[config.mk]
export PLATFORM = sky130hd
export DESIGN_NAME = tex_block_loader
export DESIGN_NICKNAME = d
export VERILOG_FILES = /design/src/rtl/tbl_pkg.sv /design/src/rtl/tbl_ceil_div.sv /design/src/rtl/tbl_row_track.sv /design/src/rtl/tbl_swizzle.sv /design/src/rtl/tex_block_loader.sv
export SDC_FILE = /design/constraint.sdc
export NUM_CORES = 1
export LEC_CHECK = 0
export ABC_AREA = 1
export BUFFER_PORTS_ARGS = -buffer_cell sky130_fd_sc_hd__buf_2
export CAP_MARGIN = 20
export CORE_MARGIN = 2
export CORE_UTILIZATION = 55
export DETAILED_ROUTE_END_ITERATION = 6
export PLACE_DENSITY = 0.74
export SLEW_MARGIN = 20
export SYNTH_ARGS = -nofsm -noshare
export SYNTH_HDL_FRONTEND = slang
export SYNTH_SLANG_ARGS = --single-unit
export TNS_END_PERCENT = 5
[constraint.sdc]
create_clock -name clk -period 3.9 [get_ports clk]
set_input_delay 0.195 -clock clk [delete_from_list [all_inputs] [get_ports clk]]
set_output_delay 0.195 -clock clk [all_outputs]
set_load 0.02 [all_outputs]
[src/rtl/tbl_pkg.sv]
package tbl_pkg;

   typedef enum logic [2:0] {
      ST_IDLE,
      ST_CHECK,
      ST_DIV,
      ST_REQ,
      ST_RSP
   } ld_state_e;

   localparam logic [1:0] SZ_32B = 2'd3;
   localparam int WORD_SHIFT = 3;

endpackage

[src/rtl/tbl_ceil_div.sv]
module tbl_ceil_div #(
   parameter int DEN_W = 12,
   parameter int SPAN  = 2048,
   parameter int NUM_W = $clog2(SPAN + (1 << DEN_W))
) (
   input  logic             clk,
   input  logic             rst_n,
   input  logic             start,
   input  logic [DEN_W-1:0] den,
   output logic             done,
   output logic [NUM_W-1:0] quo
);
   localparam int CNT_W = $clog2(NUM_W + 1);

   if (SPAN < 1) begin : g_bad_span
      $error("tbl_ceil_div: SPAN must be positive");
   end

   logic [NUM_W-1:0] num_q;
   logic [NUM_W:0]   rem_q, rem_sh, rem_nx, den_ext;
   logic [DEN_W-1:0] den_q;
   logic [CNT_W-1:0] cnt_q;
   logic             active_q, fits;

   assign den_ext = (NUM_W + 1)'(den_q);
   assign rem_sh  = {rem_q[NUM_W-1:0], num_q[NUM_W-1]};
   assign fits    = (rem_sh >= den_ext);
   assign rem_nx  = fits ? (rem_sh - den_ext) : rem_sh;
   assign quo     = num_q;

   always_ff @(posedge clk or negedge rst_n) begin
      if (!rst_n) begin
         num_q    <= '0;
         rem_q    <= '0;
         den_q    <= '0;
         cnt_q    <= '0;
         active_q <= 1'b0;
         done     <= 1'b0;
      end else begin
         done <= 1'b0;
         if (start) begin
            num_q    <= NUM_W'(SPAN) + NUM_W'(den) - NUM_W'(1);
            rem_q    <= '0;
            den_q    <= den;
            cnt_q    <= CNT_W'(NUM_W);
            active_q <= 1'b1;
         end else if (active_q) begin
            rem_q <= rem_nx;
            num_q <= {num_q[NUM_W-2:0], fits};
            cnt_q <= cnt_q - CNT_W'(1);
            if (cnt_q == CNT_W'(1)) begin
               active_q <= 1'b0;
               done     <= 1'b1;
            end
         end
      end
   end

   // divisor is never zero when a divide starts
   a_r4_den_nonzero: assert property (@(posedge clk) disable iff (!rst_n)
      start |-> (den != '0));

   // the quotient is the ceiling of SPAN over the divisor
   a_r4_ceil_result: assert property (@(posedge clk) disable iff (!rst_n)
      done |-> ((int'(quo) * int'(den_q) >= SPAN) &&
                ((int'(quo) - 1) * int'(den_q) < SPAN)));

endmodule

[src/rtl/tbl_row_track.sv]
module tbl_row_track #(
   parameter int CNT_W = 13
) (
   input  logic             clk,
   input  logic             rst_n,
   input  logic             clear,
   input  logic             adv_en,
   input  logic [CNT_W-1:0] wpr,
   input  logic             step,
   output logic             odd
);
   logic [CNT_W-1:0] cnt_q;
   logic             row_end;

   assign row_end = (cnt_q == wpr - CNT_W'(1));

   always_ff @(posedge clk or negedge rst_n) begin
      if (!rst_n) begin
         cnt_q <= '0;
         odd   <= 1'b0;
      end else if (clear) begin
         cnt_q <= '0;
         odd   <= 1'b0;
      end else if (step && adv_en) begin
         if (row_end) begin
            cnt_q <= '0;
            odd   <= ~odd;
         end else begin
            cnt_q <= cnt_q + CNT_W'(1);
         end
      end
   end

   // parity is even right after a new command clears the tracker
   a_r7_even_start: assert property (@(posedge clk) disable iff (!rst_n)
      clear |=> !odd);

   // position inside the row never reaches the row length
   a_r4_cnt_in_row: assert property (@(posedge clk) disable iff (!rst_n)
      (adv_en && step && (wpr != '0)) |-> (cnt_q < wpr));

endmodule

[src/rtl/tbl_swizzle.sv]
module tbl_swizzle #(
   parameter int LANES  = 2,
   parameter int LANE_W = 32,
   parameter int AW     = 9
) (
   input  logic                    odd,
   input  logic                    wide,
   input  logic [LANES*LANE_W-1:0] din,
   input  logic [AW-1:0]           ain,
   output logic [LANES*LANE_W-1:0] dout,
   output logic [AW-1:0]           aout
);
   logic flip_lane, flip_addr;

   if (LANES < 2) begin : g_bad_lanes
      $error("tbl_swizzle: at least two lanes are needed");
   end

   assign flip_lane = odd && !wide;
   assign flip_addr = odd && wide;

   for (genvar g = 0; g < LANES; g++) begin : g_lane
      assign dout[g*LANE_W +: LANE_W] = flip_lane ?
         din[(LANES-1-g)*LANE_W +: LANE_W] : din[g*LANE_W +: LANE_W];
   end

   assign aout = ain ^ AW'(flip_addr);

endmodule

[src/rtl/tex_block_loader.sv]
module tex_block_loader
   import tbl_pkg::*;
#(
   parameter int ADDR_W     = 24,
   parameter int RAM_BYTES  = 1 << 24,
   parameter int TMEM_BYTES = 4096,
   parameter int LINE_W     = 9,
   parameter int IDX_W      = 12,
   parameter int ADV_W      = 12,
   parameter int ROW_SPAN   = 2048
) (
   input  logic              clk,
   input  logic              rst_n,
   input  logic              cmd_valid,
   input  logic [ADDR_W-1:0] cmd_src,
   input  logic [IDX_W-1:0]  cmd_last,
   input  logic [1:0]        cmd_size,
   input  logic [LINE_W-1:0] cmd_line,
   input  logic [ADV_W-1:0]  cmd_adv,
   output logic              busy,
   output logic              done,
   output logic              err,
   output logic              rd_req_valid,
   input  logic              rd_req_ready,
   output logic [ADDR_W-1:0] rd_req_addr,
   input  logic              rd_rsp_valid,
   input  logic [63:0]       rd_rsp_data,
   output logic              tm_we,
   output logic [LINE_W-1:0] tm_addr,
   output logic [63:0]       tm_wdata
);
   localparam int LEN_W = IDX_W + 4;
   localparam int SUM_W = ((ADDR_W > LEN_W) ? ADDR_W : LEN_W) + 1;
   localparam int DST_W = (((LINE_W + WORD_SHIFT) > LEN_W) ? (LINE_W + WORD_SHIFT) : LEN_W) + 1;
   localparam int QW    = $clog2(ROW_SPAN + (1 << ADV_W));

   if (TMEM_BYTES != (8 << LINE_W)) begin : g_bad_line
      $error("tex_block_loader: LINE_W does not match TMEM_BYTES");
   end
   if (RAM_BYTES > (1 << ADDR_W)) begin : g_bad_ram
      $error("tex_block_loader: RAM_BYTES exceeds the address range");
   end

   ld_state_e         st;
   logic [ADDR_W-1:0] src_q;
   logic [1:0]        size_q;
   logic [LINE_W-1:0] line_q;
   logic [ADV_W-1:0]  adv_q;
   logic [LEN_W-1:0]  bytes_q, words_q, idx_q, len_in;
   logic [SUM_W-1:0]  src_end;
   logic [DST_W-1:0]  dst_end;
   logic [QW-1:0]     wpr;
   logic [63:0]       sw_data;
   logic [LINE_W-1:0] sw_addr;
   logic              fault, accept, div_start, div_done, rsp_take, last_word, row_odd;

   assign len_in    = ((LEN_W'(cmd_last) + LEN_W'(1)) << cmd_size) >> 1;
   assign src_end   = SUM_W'(src_q) + SUM_W'(bytes_q);
   assign dst_end   = (DST_W'(line_q) << WORD_SHIFT) + DST_W'(bytes_q);
   assign fault     = (src_end > SUM_W'(RAM_BYTES)) || (dst_end > DST_W'(TMEM_BYTES));
   assign accept    = (st == ST_IDLE) && cmd_valid;
   assign div_start = (st == ST_CHECK) && !fault && (words_q != '0) && (adv_q != '0);
   assign rsp_take  = (st == ST_RSP) && rd_rsp_valid;
   assign last_word = (idx_q == words_q - LEN_W'(1));

   assign busy         = (st != ST_IDLE);
   assign rd_req_valid = (st == ST_REQ);
   assign rd_req_addr  = src_q + ADDR_W'({idx_q, 3'b000});

   tbl_ceil_div #(.DEN_W(ADV_W), .SPAN(ROW_SPAN), .NUM_W(QW)) u_div (
      .clk   (clk),
      .rst_n (rst_n),
      .start (div_start),
      .den   (adv_q),
      .done  (div_done),
      .quo   (wpr)
   );

   tbl_row_track #(.CNT_W(QW)) u_rows (
      .clk    (clk),
      .rst_n  (rst_n),
      .clear  (accept),
      .adv_en (adv_q != '0),
      .wpr    (wpr),
      .step   (rsp_take),
      .odd    (row_odd)
   );

   tbl_swizzle #(.LANES(2), .LANE_W(32), .AW(LINE_W)) u_swz (
      .odd  (row_odd),
      .wide (size_q == SZ_32B),
      .din  (rd_rsp_data),
      .ain  (line_q + LINE_W'(idx_q)),
      .dout (sw_data),
      .aout (sw_addr)
   );

   always_ff @(posedge clk or negedge rst_n) begin
      if (!rst_n) begin
         st       <= ST_IDLE;
         src_q    <= '0;
         size_q   <= '0;
         line_q   <= '0;
         adv_q    <= '0;
         bytes_q  <= '0;
         words_q  <= '0;
         idx_q    <= '0;
         done     <= 1'b0;
         err      <= 1'b0;
         tm_we    <= 1'b0;
         tm_addr  <= '0;
         tm_wdata <= '0;
      end else begin
         done  <= 1'b0;
         err   <= 1'b0;
         tm_we <= 1'b0;
         case (st)
            ST_IDLE: if (cmd_valid) begin
               src_q   <= cmd_src;
               size_q  <= cmd_size;
               line_q  <= cmd_line;
               adv_q   <= cmd_adv;
               bytes_q <= len_in;
               words_q <= (len_in + LEN_W'(7)) >> WORD_SHIFT;
               idx_q   <= '0;
               st      <= ST_CHECK;
            end
            ST_CHECK: begin
               if (fault) begin
                  err <= 1'b1;
                  st  <= ST_IDLE;
               end else if (words_q == '0) begin
                  done <= 1'b1;
                  st   <= ST_IDLE;
               end else if (adv_q != '0) begin
                  st <= ST_DIV;
               end else begin
                  st <= ST_REQ;
               end
            end
            ST_DIV: if (div_done) st <= ST_REQ;
            ST_REQ: if (rd_req_ready) st <= ST_RSP;
            ST_RSP: if (rd_rsp_valid) begin
               tm_we    <= 1'b1;
               tm_addr  <= sw_addr;
               tm_wdata <= sw_data;
               idx_q    <= idx_q + LEN_W'(1);
               if (last_word) begin
                  done <= 1'b1;
                  st   <= ST_IDLE;
               end else begin
                  st <= ST_REQ;
               end
            end
            default: st <= ST_IDLE;
         endcase
      end
   end

   // a stalled request keeps valid and address
   a_r10_req_hold: assert property (@(posedge clk) disable iff (!rst_n)
      (rd_req_valid && !rd_req_ready) |=> (rd_req_valid && $stable(rd_req_addr)));

   // a write strobe always follows a read response
   a_r10_write_after_rsp: assert property (@(posedge clk) disable iff (!rst_n)
      tm_we |-> $past(rd_rsp_valid));

   // a faulted command writes nothing and raises no done
   a_r8_fault_quiet: assert property (@(posedge clk) disable iff (!rst_n)
      err |-> (!tm_we && !done));

   // the engine is idle while it reports completion or fault
   a_r11_idle_on_end: assert property (@(posedge clk) disable iff (!rst_n)
      (done || err) |-> !busy);

endmodule

* Word level (Yosys, flattened, before mapping)
Index checks and enable logic that the tools add are counted.
Storage, ports and cells: bits in registers 228, bits of input ports 128, output and inout port bits 102, word-level logic and storage cells 120
Operators by class: eq/ne operators 12, magnitude comparators 3, reduce and logical (&&, ||, !) cells 25, $add $sub $neg 14, multiplexer cells 42, shifts and indexed selects 1, bitwise gates (word level) 2
Operator list (number):
- 13-bit two-way mux | 8
- 32-bit two-way mux | 2
- 16-bit two-way mux | 2
- 16-bit case mux with 2 select lines | 1
- 13-bit by 1-bit subtractor with 13-bit output (second input constant) | 2
- 24-bit by 15-bit adder with 25-bit output | 1
- 25-bit > comparator (second input constant) | 1
- 24-bit by 19-bit adder with 24-bit output | 1
- 1-bit two-way mux | 18
- 12-bit by 15-bit adder with 16-bit output | 1
- 15-bit by 3-bit adder with 16-bit output (second input constant) | 1
- 16-bit by 1-bit adder with 16-bit output (second input constant) | 1
- 16-bit == test | 1
- 16-bit by 13-bit > comparator with 1-bit output (second input constant) | 1
- 16-bit logical NOT | 1
- 16-bit nonzero test | 1
- 13-bit by 2-bit << shifter with 16-bit output | 1
- 3-bit case mux with 5 select lines | 1
- 14-bit by 12-bit >= comparator with 1-bit output | 1
- 13-bit by 1-bit subtractor with 14-bit output (second input constant) | 1
- 12-bit by 1-bit adder with 13-bit output (second input constant) | 1
- 12-bit by 12-bit adder with 13-bit output (first input constant) | 1
- 13-bit by 1-bit adder with 13-bit output (second input constant) | 1
- 13-bit == test | 1
- 26 further kinds | 48

* Longest topological paths before layout
Gate-level depths: netlist (run 1).
depth after elaboration 8, mapped depth 24, mapped depth without buffers 23

* By module
From an unflattened synthesis (run 1), not the netlist that was laid out.
Second synthesis, totals: cells, all modules 2388, area total of the unflattened synthesis 16150.5 sq um
By module, submodules not included:
- tex_block_loader | instances 1, cells each 1532, seq. area each 4254.1 sq um, area each 10915.5 sq um
- tbl_ceil_div | instances 1, cells each 428, seq. area each 1101.1 sq um, area each 2957.8 sq um
- tbl_row_track | instances 1, cells each 201, seq. area each 350.3 sq um, area each 1273.7 sq um
- tbl_swizzle | instances 1, cells each 227, seq. area each 0.0 sq um, area each 1003.5 sq um

* Worst setup path after synthesis (run 1)
No wires, ideal clock.
path type reg2out, from register idx_q[0], to output port rd_req_addr[21], arrival time 2.666 ns, required time 3.705 ns, buffers on the path 0, setup slack 1.039 ns, stages on the path, launching flop included 13, cells stage by stage dfrtp_1 -> ha_1 -> inv_1 -> fa_1 -> nor3_1 -> nor2_1 -> o21ai_1 -> a31oi_1 -> o21ai_1 -> a21boi_0 -> o21ai_1 -> nand3_1 -> xor2_1
Between the ends: longest elaborated chain between the ends 1
Ends and longest elaborated chain:
- start: declaration | RTL line tex_block_loader.sv:49 | logic [LEN_W-1:0] bytes_q, words_q, idx_q, len_in;
- start signal: assignment | RTL line tex_block_loader.sv:147 | idx_q <= idx_q + LEN_W'(1);
- 24-bit by 19-bit adder with 24-bit output | RTL line tex_block_loader.sv:68 | assign rd_req_addr = src_q + ADDR_W'({idx_q, 3'b000});
- end: declaration | RTL line tex_block_loader.sv:25 | output logic [ADDR_W-1:0] rd_req_addr,
Every way passes these cells.

* Final worst setup path (run 1)
Ends and elaborated chain as after synthesis.

==> results.yml, run 1 <==
status:
  status: "finished clean"
layout:
  area_delta_synth_final_pct: 24.8
  fill_cells: 2239
  final_cells: 2773
  drive_above_1_share: 0.137
  antenna_cells: 0
  fin_nets: 2614
drt:
  dr_wl_met3_mm: 3.12
  ant_nets: 0
  via_per_inst: 5.43
  drc: 0
  num_vias: 15100
  wl_per_cell_microns: 15.9
  met1_length_mm: 19.0
  routed_wl_mm: 44.0
  first_iter_violations: 1244
  wl_met2_mm: 20.3
  top_layer: "met4"
  drt_first_pass_iters: 5
placed_design:
  io_buffers: 229
  dp_slack_ns: 0.550
  post-dp-hpwl_mm: 30.2
  place_inst: 2580
  gp_congestion: 0.954
pwr:
  ir_drop_mv: 0.489
  power_mw: 15.0
  p_leak_nw: 9.47
  p_per_area_mw_per_mm2: 806
floorplan:
  num_io_pins: 230
  die_area_sq_mm: 0.0285
  initial_core_util: 0.557
  dieWidth_microns: 169
  die_h_microns: 169
  core_area_sq_mm: 0.0268
  row_count: 60
critical_path:
  endpoint_kind: "output port"
  worstPathCellList: "ha_1 > inv_1 > fa_1 > nor3_1 > nor2_1 > o21ai_1 > a31oi_1 > o21ai_2 > a21boi_1 > o21ai_2 > nand3_1 > xor2_1 > buf_2"
  slowest_stage: "dfrtp_2"
  cp.arrival_ns: 3.46
  path_max_fanout: 8
  path_class: "reg2out"
  slowest_delay_ns: 0.46
  cp.required_ns: 3.70
  crit_path_start_kind: "flop"
  crit_top_cell: "o21ai_2"
clocking:
  cts_tree: "yes"
  clkLatencyLatePin_ns: 0.56
  cts_setup_buffers: 0
  cts-buffers-inserted: 27
  cts.reportedPaths.clkPinSlew_ns: 0.06
  cts.sinks: 228
  htree_levels: 1
  root_buffer: "clkbuf_16"
  clock_tree.buffer_depth: 3
timing:
  hold_ws_ns: 0.0847
  final.setup.tns_ns: 0
  finalHoldViolations: 0
  maxSlewHeadroom: 0.263
  max_freq_mhz: 274
  skew_ns: 0.00973
  layout_setup_ws_ns: 0.245
  final-max-slew-violation-count: 0
  worst_pin_slew_ns: 1.10
  fin_crit_ns: 3.65
  rsz0062_at_grt: "no"
  setup_violations: 0
  fin_crit_sh: 0.937
yosys:
  synth_edf_count: 0
  syn_inst: 2066
  synth_cell_type_count: 56
  syn_avg_cell_area_sq_um: 7.22
  synth_seq_area_share: 0.382
  synth_warnings: 0
  ys.flop_type: "dfrtp_1"
  syn-cell-area_sq_mm: 0.0149
  ys_ff_latch: 228
  synthArstFlopShare: 1.00
  synth_fp_nets: 2268
grt:
  grt_pass1_vias: 14400
  grt_max_degree: 88
  antenna_found_initial: 0
  overflow: 0
  grt.total_usage: 0.309
  grt_pass1_wl_mm: 72.1
hold_path:
  min_path_type: "in2reg"
flow_run:
  max-cap-violations: 0
## final timing paths
check / slack [ns] / depth (start not counted) / end / startpoint
worst max-delay path: 0.25 / 13 / rd_req_addr[21] / idx_q[0]
max in group asynchronous: 2.78 / 3 / tm_wdata[7] / rst_n
worst min register to register: 0.48 / 2 / size_q[1] / size_q[1]
min in group asynchronous: 0.18 / 2 / src_q[20] / rst_n
worst min-delay path: 0.08 / 3 / bytes_q[14] / cmd_size[1]
worst max register to register: 0.58 / 20 / u_div.den_q[0] / src_q[0]
## final cells by class
type / instances / area [sq um] / share of cell area
clock buffers: 39 / 791 / 0.0425
clock inverters: 10 / 70.1 / 0.00376
inverters: 196 / 736 / 0.0395
multi-input cells: 1575 / 8200 / 0.440
flip-flops and latches: 228 / 5710 / 0.306
well taps: 341 / 427 / 0.0229
repair buffers: 384 / 2690 / 0.145
## logic make-up (layout without fill, tap and decap cells)
logic type / Yosys count / count (layout) / share of synthesized area
AO/OA/AOI/OAI: 373 / 373 / 0.133
XOR/XNOR: 106 / 106 / 0.0622
adder cells (fa/ha/maj): 74 / 74 / 0.0645
buffers and inverters: 263 / 629 / 0.0701
flip-flops: 228 / 228 / 0.382
multiplexers: 2 / 2 / 0.00134
AND/OR/NAND/NOR: 1020 / 1020 / 0.287
## report_power, final
part,switching [mW],internal (mW),leakage [nW]
registers,0.973,3.37,2.88
clock network,1.06,1.41,0.426
logic,5.19,3.01,6.17
total,7.22,7.78,9.47
## synthesized netlist by cell type, drive strengths merged, types with 2 or more instances
library cell,n,area share
xor2,73,0.043
o31ai,7,0.0035
xnor2,33,0.019
nor3,31,0.012
o21ai,269,0.091
a22o,2,0.0012
nor3b,2,0.0010
o22ai,2,0.00084
or2,5,0.0021
a21oi,65,0.022
o21a,4,0.0020
nand3b,5,0.0025
a21o,3,0.0015
a21boi,3,0.0015
buf,16,0.0080
nand3,114,0.040
nor2,225,0.060
and2,2,0.00084
a211oi,3,0.0015
mux2i,2,0.0013
clkbuf,51,0.013
inv,195,0.049
nor4,4,0.0017
nand4,30,0.014
ha,69,0.058
fa,5,0.0067
a31oi,5,0.0021
o21bai,3,0.0015
dfrtp,228,0.38
nand2,601,0.15
## cell usage in the layout, fill, tap and decap left out, drive strengths merged, types with 2 or more instances in the layout
master / instances
dfrtp: 228
mux2i: 2
a21boi: 3
ha: 69
and2: 2
a211oi: 3
clkinv: 7
o21a: 4
xor2: 73
clkinvlp: 2
nand4: 30
nand3: 114
a22o: 2
nor4: 4
nand3b: 5
nand2: 601
nor3b: 2
dlygate4sd3: 144
xnor2: 33
buf: 240
o22ai: 2
clkbuf: 39
nor2: 225
o21ai: 269
a21oi: 65
or2: 5
nor3: 31
o21bai: 3
o31ai: 7
fa: 5
a31oi: 5
inv: 197
a21o: 3
## worst max-delay path: cells and delay by family (launching register included)
family / cells / cell delay [ns]
flops: 1 / 0.46
fa+ha+maj: 2 / 0.67
simple gates: 3 / 0.42
buf+inv: 2 / 0.25
xor+xnor: 1 / 0.13
compound gates: 5 / 0.98
## state kept, by name, indices dropped and copies added, names as in the netlist, 12 cells and up
register      flops
adv_q            12
u_div.quo        13
tm_wdata         64
idx_q            16
u_div.den_q      12
u_div.rem_q      13
words_q          13
bytes_q          15
src_q            24
u_rows.cnt_q     13
## layer usage
metal,track usage,up-vias
met5,0,-
met4,0.106,0
met3,0.0498,127
met2,0.506,600
met1,0.419,6917
li1,-,7414
## through the flow
step	util	cell area, sq um
after floorplan	-	14900
after detailed placement	0.609	16300
after global routing	0.695	18600
after global placement	0.609	16300
after CTS	0.695	18600
final	0.695	18600
## repair_timing
action,CTS,global route
setup endpoints to repair,2,5
hold endpoints to repair,178,0
resized for setup,1,5
hold buffers,144,0
(Power assumes the default switching activity.)
==> run 2, diff against run 1 <==
- MAX_ROUTING_LAYER: default -> met4
==> results.yml, run 2 (synthesis results as in run 1) <==
status:
  status: "finished clean"
timing:
  hold_ws_ns: 0.0363
  finalHoldViolations: 0
  fin_crit_sh: 0.923
  final.setup.tns_ns: 0
  setup_violations: 0
  final-max-slew-violation-count: 0
  skew_ns: 0.0202
  max_freq_mhz: 278
  maxSlewHeadroom: 0.277
  rsz0062_at_grt: "no"
  fin_crit_ns: 3.60
  worst_pin_slew_ns: 1.08
  layout_setup_ws_ns: 0.300
clocking:
  cts_setup_buffers: 0
  clock_tree.buffer_depth: 3
  clkLatencyLatePin_ns: 0.55
  cts-buffers-inserted: 27
  root_buffer: "clkbuf_16"
  cts.sinks: 228
  cts_tree: "yes"
  htree_levels: 1
  cts.reportedPaths.clkPinSlew_ns: 0.06
floorplan:
  die_area_sq_mm: 0.0285
  die_h_microns: 169
  row_count: 60
  initial_core_util: 0.557
  core_area_sq_mm: 0.0268
  dieWidth_microns: 169
  num_io_pins: 230
pwr:
  power_mw: 15.0
  p_per_area_mw_per_mm2: 807
  power_frac_seq: 0.290
  switching_share: 0.481
  ir_drop_mv: 0.435
  p_leak_nw: 9.44
  p_int_mw: 7.79
  power_frac_comb: 0.550
  clockPowerShare: 0.160
  p_sw_mw: 7.20
drt:
  via_per_inst: 5.48
  first_iter_violations: 1334
  ant_nets: 0
  routed_wl_mm: 44.6
  wl_per_cell_microns: 16.1
  drt_first_pass_iters: 7
  drc: 0
  num_vias: 15200
grt:
  grt.total_usage: 0.322
  overflow: 0
  grt_max_degree: 88
  antenna_found_initial: 0
  grt_pass1_wl_mm: 73.1
  grt_pass1_vias: 14700
critical_path:
  path_class: "reg2out"
  endpoint_kind: "output port"
  rr_worst_depth: 20
  path_max_fanout: 8
  worstPathCellList: "ha_1 > inv_1 > fa_1 > nor3_1 > nor2_1 > o21ai_2 > a31oi_1 > o21ai_1 > a21boi_1 > o21ai_2 > nand3_1 > xor2_1 > buf_2"
  crit_top_cell: "o21ai_2"
  path_buf_inv: 2
  cp.required_ns: 3.70
  path_depth: 13
  cp.arrival_ns: 3.40
  crit_path_start_kind: "flop"
  reg2reg_from: "src_q[0]"
  reg2reg_to: "u_div.rem_q[12]"
  slowest_stage: "dfrtp_2"
  cp_top_family: "compound AO/OA/AOI/OAI gates"
  slowest_delay_ns: 0.44
  r2r_slack_ns: 0.54
placed_design:
  post-dp-hpwl_mm: 30.4
  io_buffers: 229
  gp_congestion: 0.964
  place_inst: 2580
  dp_slack_ns: 0.588
layout:
  regMostFlops: "tm_wdata"
  fill_cells: 2169
  mostFrequentLayoutCells: "nand2_1 (594), o21ai_0 (251), buf_2 (228), dfrtp_1 (226), nor2_1 (216)"
  top_regs: "tm_wdata: 64 flops, src_q: 24 flops, idx_q: 16 flops"
  largest_reg_flops: 64
  fin_nets: 2613
  seq_area_sq_mm: 0.00571
  final_cells: 2768
  mostFrequentLayoutCell: "nand2_1"
  area_delta_synth_final_pct: 24.4
  drive_above_1_share: 0.134
  multiInputGateArea_sq_mm: 0.00820
hold_path:
  worstHoldEndpoint: "st[2]"
  hold_path_depth: 4
  min_path_type: "in2reg"
  worstHoldStart: "rd_rsp_valid"
flow_run:
  max-cap-violations: 0
run 2: cell types whose count changed in the layout (fill, tap and decap cells not counted):
cell	before	now
inv_16	1	0
clkinv_2	7	1
inv_6	0	1
diode_2	0	1
dlygate4sd3_1	144	143
clkinvlp_4	2	0
bufinv_16	0	1
clkbuf_1	5	10
clkbuf_8	7	4
run 2: routing by layer:
layer,up-vias,GRT usage,routed length (microns)
met2,608,0.517,20600
met5,-,-,0
li1,7400,-,-
met3,126,0.0458,2750
met1,7035,0.425,19600
met4,0,0.102,1670
run 2: cell type report:
| cell class | count | area share |
|---|---|---|
| Antenna cell | 1 | 0.000135 |
| Clock buffer | 41 | 0.0414 |
| Clock inverter | 3 | 0.00236 |
| Inverter | 196 | 0.0396 |
| Multi-Input combinational cell | 1575 | 0.442 |
| Sequential cell | 228 | 0.307 |
| Tap cell | 341 | 0.0230 |
| Timing Repair Buffer | 383 | 0.144 |
run 2: stage by stage:
stage / cell area (sq um) / utilization
2_1_floorplan: 14900 / -
3_3_place_gp: 16300 / 0.609
3_5_place_dp: 16300 / 0.609
4_1_cts: 18600 / 0.692
5_1_grt: 18600 / 0.693
6_report: 18600 / 0.693
run 2: worst max-delay path by stage:
stage,from,end,slack [ns]
final,idx_q[0],rd_req_addr[21],0.30
after floorplan,idx_q[0],rd_req_addr[21],1.04
after global routing,idx_q[0],rd_req_addr[21],0.009
after detailed placement,src_q[0],u_div.rem_q[2],0.59
after global placement,src_q[0],u_div.rem_q[2],0.71
after CTS,idx_q[0],rd_req_addr[21],0.02
run 2: what timing repair did:
action,CTS,global route
hold buffers,143,0
setup endpoints to repair,0,4
gates resized for setup,0,6
endpoints found under the hold margin,193,0
run 2: power by group through the flow:
stage | sequential [mW] | combinational (mW) | clock [mW]
2_1_floorplan | 4.43 | 5.49 | 0
3_3_place_gp | 4.29 | 7.61 | 0
3_5_place_dp | 4.30 | 7.77 | 0
4_1_cts | 4.30 | 8.12 | 2.42
5_1_grt | 4.46 | 9.27 | 2.51
6_report | 4.35 | 8.25 | 2.40
run 2: worst reg2reg max path: stages (launching register included):
cell and delay (ns):
dfrtp_1 0.42, ha_1 0.26, fa_1 0.43, nand3_1 0.14
nand3_2 0.12, nand2_1 0.10, nand2_1 0.07, nand3b_1 0.12
nand2_1 0.10, nand2_1 0.08, nand2_1 0.05, nor2_1 0.09
nand2_1 0.06, nor2_1 0.08, nand2_1 0.07, nand2_2 0.17
nand3_4 0.13, nor2_8 0.17, nand2_4 0.16, nand2_2 0.26
o21ai_0 0.13
==> run 3, diff against run 2 <==
- PLACE_DENSITY: 0.74 -> 0.73
- SYNTH_HIERARCHICAL: default -> 1
==> results.yml, run 3 <==
critical_path:
  crit_path_start_kind: "flop"
  startpoint: "idx_q[3]"
  path_max_fanout: 8
  worstPathCellList: "ha_1 > a21oi_1 > o21ai_2 > nand2_1 > nand2_1 > a21oi_1 > o21ai_1 > a21boi_1 > o21ai_1 > a21boi_1 > nor2_1 > xor2_1 > buf_2"
  reg2reg_to: "u_div/quo[5]"
  rr_worst_depth: 19
  cp.arrival_ns: 3.51
  cp.required_ns: 3.70
  slowest_delay_ns: 0.50
  cp-endpoint: "rd_req_addr[23]"
  reg2reg_from: "src_q[0]"
  path_class: "reg2out"
  slowest_stage: "dfrtp_2"
  r2r_slack_ns: 0.31
  endpoint_kind: "output port"
hold_path:
  min_path_type: "in2reg"
  worstHoldStart: "rd_rsp_data[26]"
drt:
  first_iter_violations: 1296
  ant_nets: 0
  drt_first_pass_iters: 6
  drc: 0
  num_vias: 16600
  via_per_inst: 5.32
  wl_per_cell_microns: 15.7
  routed_wl_mm: 49.1
yosys:
  syn_avg_cell_area_sq_um: 6.76
  yosysMostFrequentCell: "nand2_1"
  synth_cell_type_count: 60
  syn-cell-area_sq_mm: 0.0162
  ys_ff_latch: 228
  synthTopCellsByCount: "nand2_1 (946), inv_1 (242), dfrtp_1 (228)"
  ys.flop_type: "dfrtp_1"
  synth_warnings: 6
  yosysTopAreaCell: "dfrtp_1"
  muxShareOfSynthArea: 0.00124
  synth_top_area_frac: 0.353
  synth-xor-area-share: 0.0493
  synth_compound_area_frac: 0.0756
  synth_fp_nets: 2590
  synthArstFlopShare: 1.00
  synthAdderAreaFrac: 0.0597
  syn_inst: 2388
  synth_edf_count: 0
  synth_top_family_by_area: "simple AND/OR/NAND/NOR gates"
  yosys.area_share.simple: 0.375
  synth_area_leaders: "dfrtp_1 (35%), nand2_1 (22%), nand3_1 (6.4%)"
  synth_seq_area_share: 0.353
timing:
  setup_violations: 0
  max_freq_mhz: 270
  worst_pin_slew_ns: 0.873
  fin_crit_sh: 0.951
  finalHoldViolations: 0
  fin_crit_ns: 3.71
  final.setup.tns_ns: 0
  final-max-slew-violation-count: 0
  rsz0062_at_grt: "no"
  maxSlewHeadroom: 0.418
  skew_ns: 0.0182
clocking:
  root_buffer: "clkbuf_16"
  cts.reportedPaths.clkPinSlew_ns: 0.05
  cts-buffers-inserted: 27
  clkLatencyLatePin_ns: 0.54
  clock_tree.buffer_depth: 3
  htree_levels: 1
  cts_tree: "yes"
  cts.sinks: 228
grt:
  grt_use_met1: 0.408
  grt_pass1_wl_mm: 79.3
  grt_busiest_layer: "met2"
  grt.total_usage: 0.325
  overflow: 0
  grt_max_degree: 111
  grt_use_met2: 0.539
  antenna_found_initial: 0
  grt_pass1_vias: 16100
  grt_util_met3: 0.0335
pwr:
  p_int_mw: 7.84
  p_leak_nw: 10.8
  p_sw_mw: 7.59
  p_per_area_mw_per_mm2: 781
  clockPowerShare: 0.162
  power_frac_comb: 0.561
  power_frac_seq: 0.277
  switching_share: 0.492
  ir_drop_mv: 0.536
layout:
  fin_nets: 2915
  drive_above_1_share: 0.138
  largest_reg_flops: 64
  fin_util: 0.687
  area_delta_synth_final_pct: 22.3
  mostFrequentLayoutCells: "nand2_1 (946), inv_1 (240), buf_2 (228), dfrtp_1 (224), nand3_1 (206)"
  top_regs: "tm_wdata: 64 flops, src_q: 24 flops, idx_q: 16 flops"
  regMostFlops: "tm_wdata"
  mostFrequentLayoutCell: "nand2_1"
floorplan:
  core_area_sq_mm: 0.0288
  die_h_microns: 175
  num_io_pins: 230
  dieWidth_microns: 175
  row_count: 62
  initial_core_util: 0.561
  die_area_sq_mm: 0.0308
placed_design:
  gp_congestion: 0.971
  io_buffers: 229
  post-dp-hpwl_mm: 34.9
flow_run:
  max-cap-violations: 0
status:
  status: "finished clean"
## run 3: how the worst min path moves through the flow
stage               slack (ns)             end  cells after the start
floorplan                -0.10        adv_q[0]                      0
global route              0.05    tm_wdata[47]                      5
detailed placement        0.34  u_div/rem_q[5]                      1
finish                    0.02    tm_wdata[26]                      5
CTS                      0.004    tm_wdata[36]                      5
global placement          0.33  u_div/rem_q[5]                      1
## run 3: power by group through the flow
stage	logic [mW]	registers, mW	clock network, mW
floorplan	6.00	4.30	0
global placement	8.15	4.25	0
detailed placement	8.30	4.27	0
CTS	8.54	4.25	2.54
global route	9.80	4.38	2.63
finish	8.65	4.27	2.50
## run 3: cell type report
| cell class | count | area, sq um |
|---|---|---|
| tap | 384 | 480 |
| sequential | 228 | 5710 |
| inverter | 259 | 972 |
| timing repair buffer | 378 | 2610 |
| clock buffer | 38 | 787 |
| fill | 2503 | 9020 |
| clock inverter | 10 | 87.6 |
| antenna | 1 | 2.50 |
| multi-input combinational | 1819 | 9110 |
## run 3: logic make-up after synthesis
group           after synthesis
simple gates               1435
buf+inv                     341
flops                       228
compound gates              217
xor+xnor                     91
fa+ha+maj                    74
mux                           2
## run 3: critical path: cells and delay by family (launching register included)
kind	cells	cell delay [ns]
xor gates and xnor gates	1	0.16
buffers and inverters	1	0.19
AOI/OAI and AO/OA	7	1.52
and+or+nand+nor	3	0.23
DFF	1	0.50
adders and majority gates	1	0.40
## run 3: through the flow
step | area [sq um] | total power, mW | hold WS, ns | worst slack [ns] | std cells
global placement | 17500 | 12.4 | 0.332 | 0.201 | 2935
detailed placement | 17500 | 12.6 | 0.336 | 0.108 | 2935
CTS | 19700 | 15.3 | 0.00397 | 0.0368 | 3112
global route | 19800 | 16.8 | 0.0483 | 0.0112 | 3116
finish | 19800 | 15.4 | 0.0191 | 0.191 | 3117
floorplan | 16200 | 10.3 | -0.101 | 0.666 | 2388
## run 3: timing repair
action / in CTS / in global routing
endpoints found under the hold margin: 215 / 0
setup buffers: 0 / 4
hold buffers: 129 / 0
setup endpoints to repair: 3 / 29
resized for setup: 2 / 8
pin swaps: 0 / 0
## run 3: layer usage
layer | share of wire | vias up
met5 | 0 | -
met4 | 0.048 | 0
met3 | 0.043 | 159
met2 | 0.48 | 518
met1 | 0.43 | 7664
li1 | - | 8233
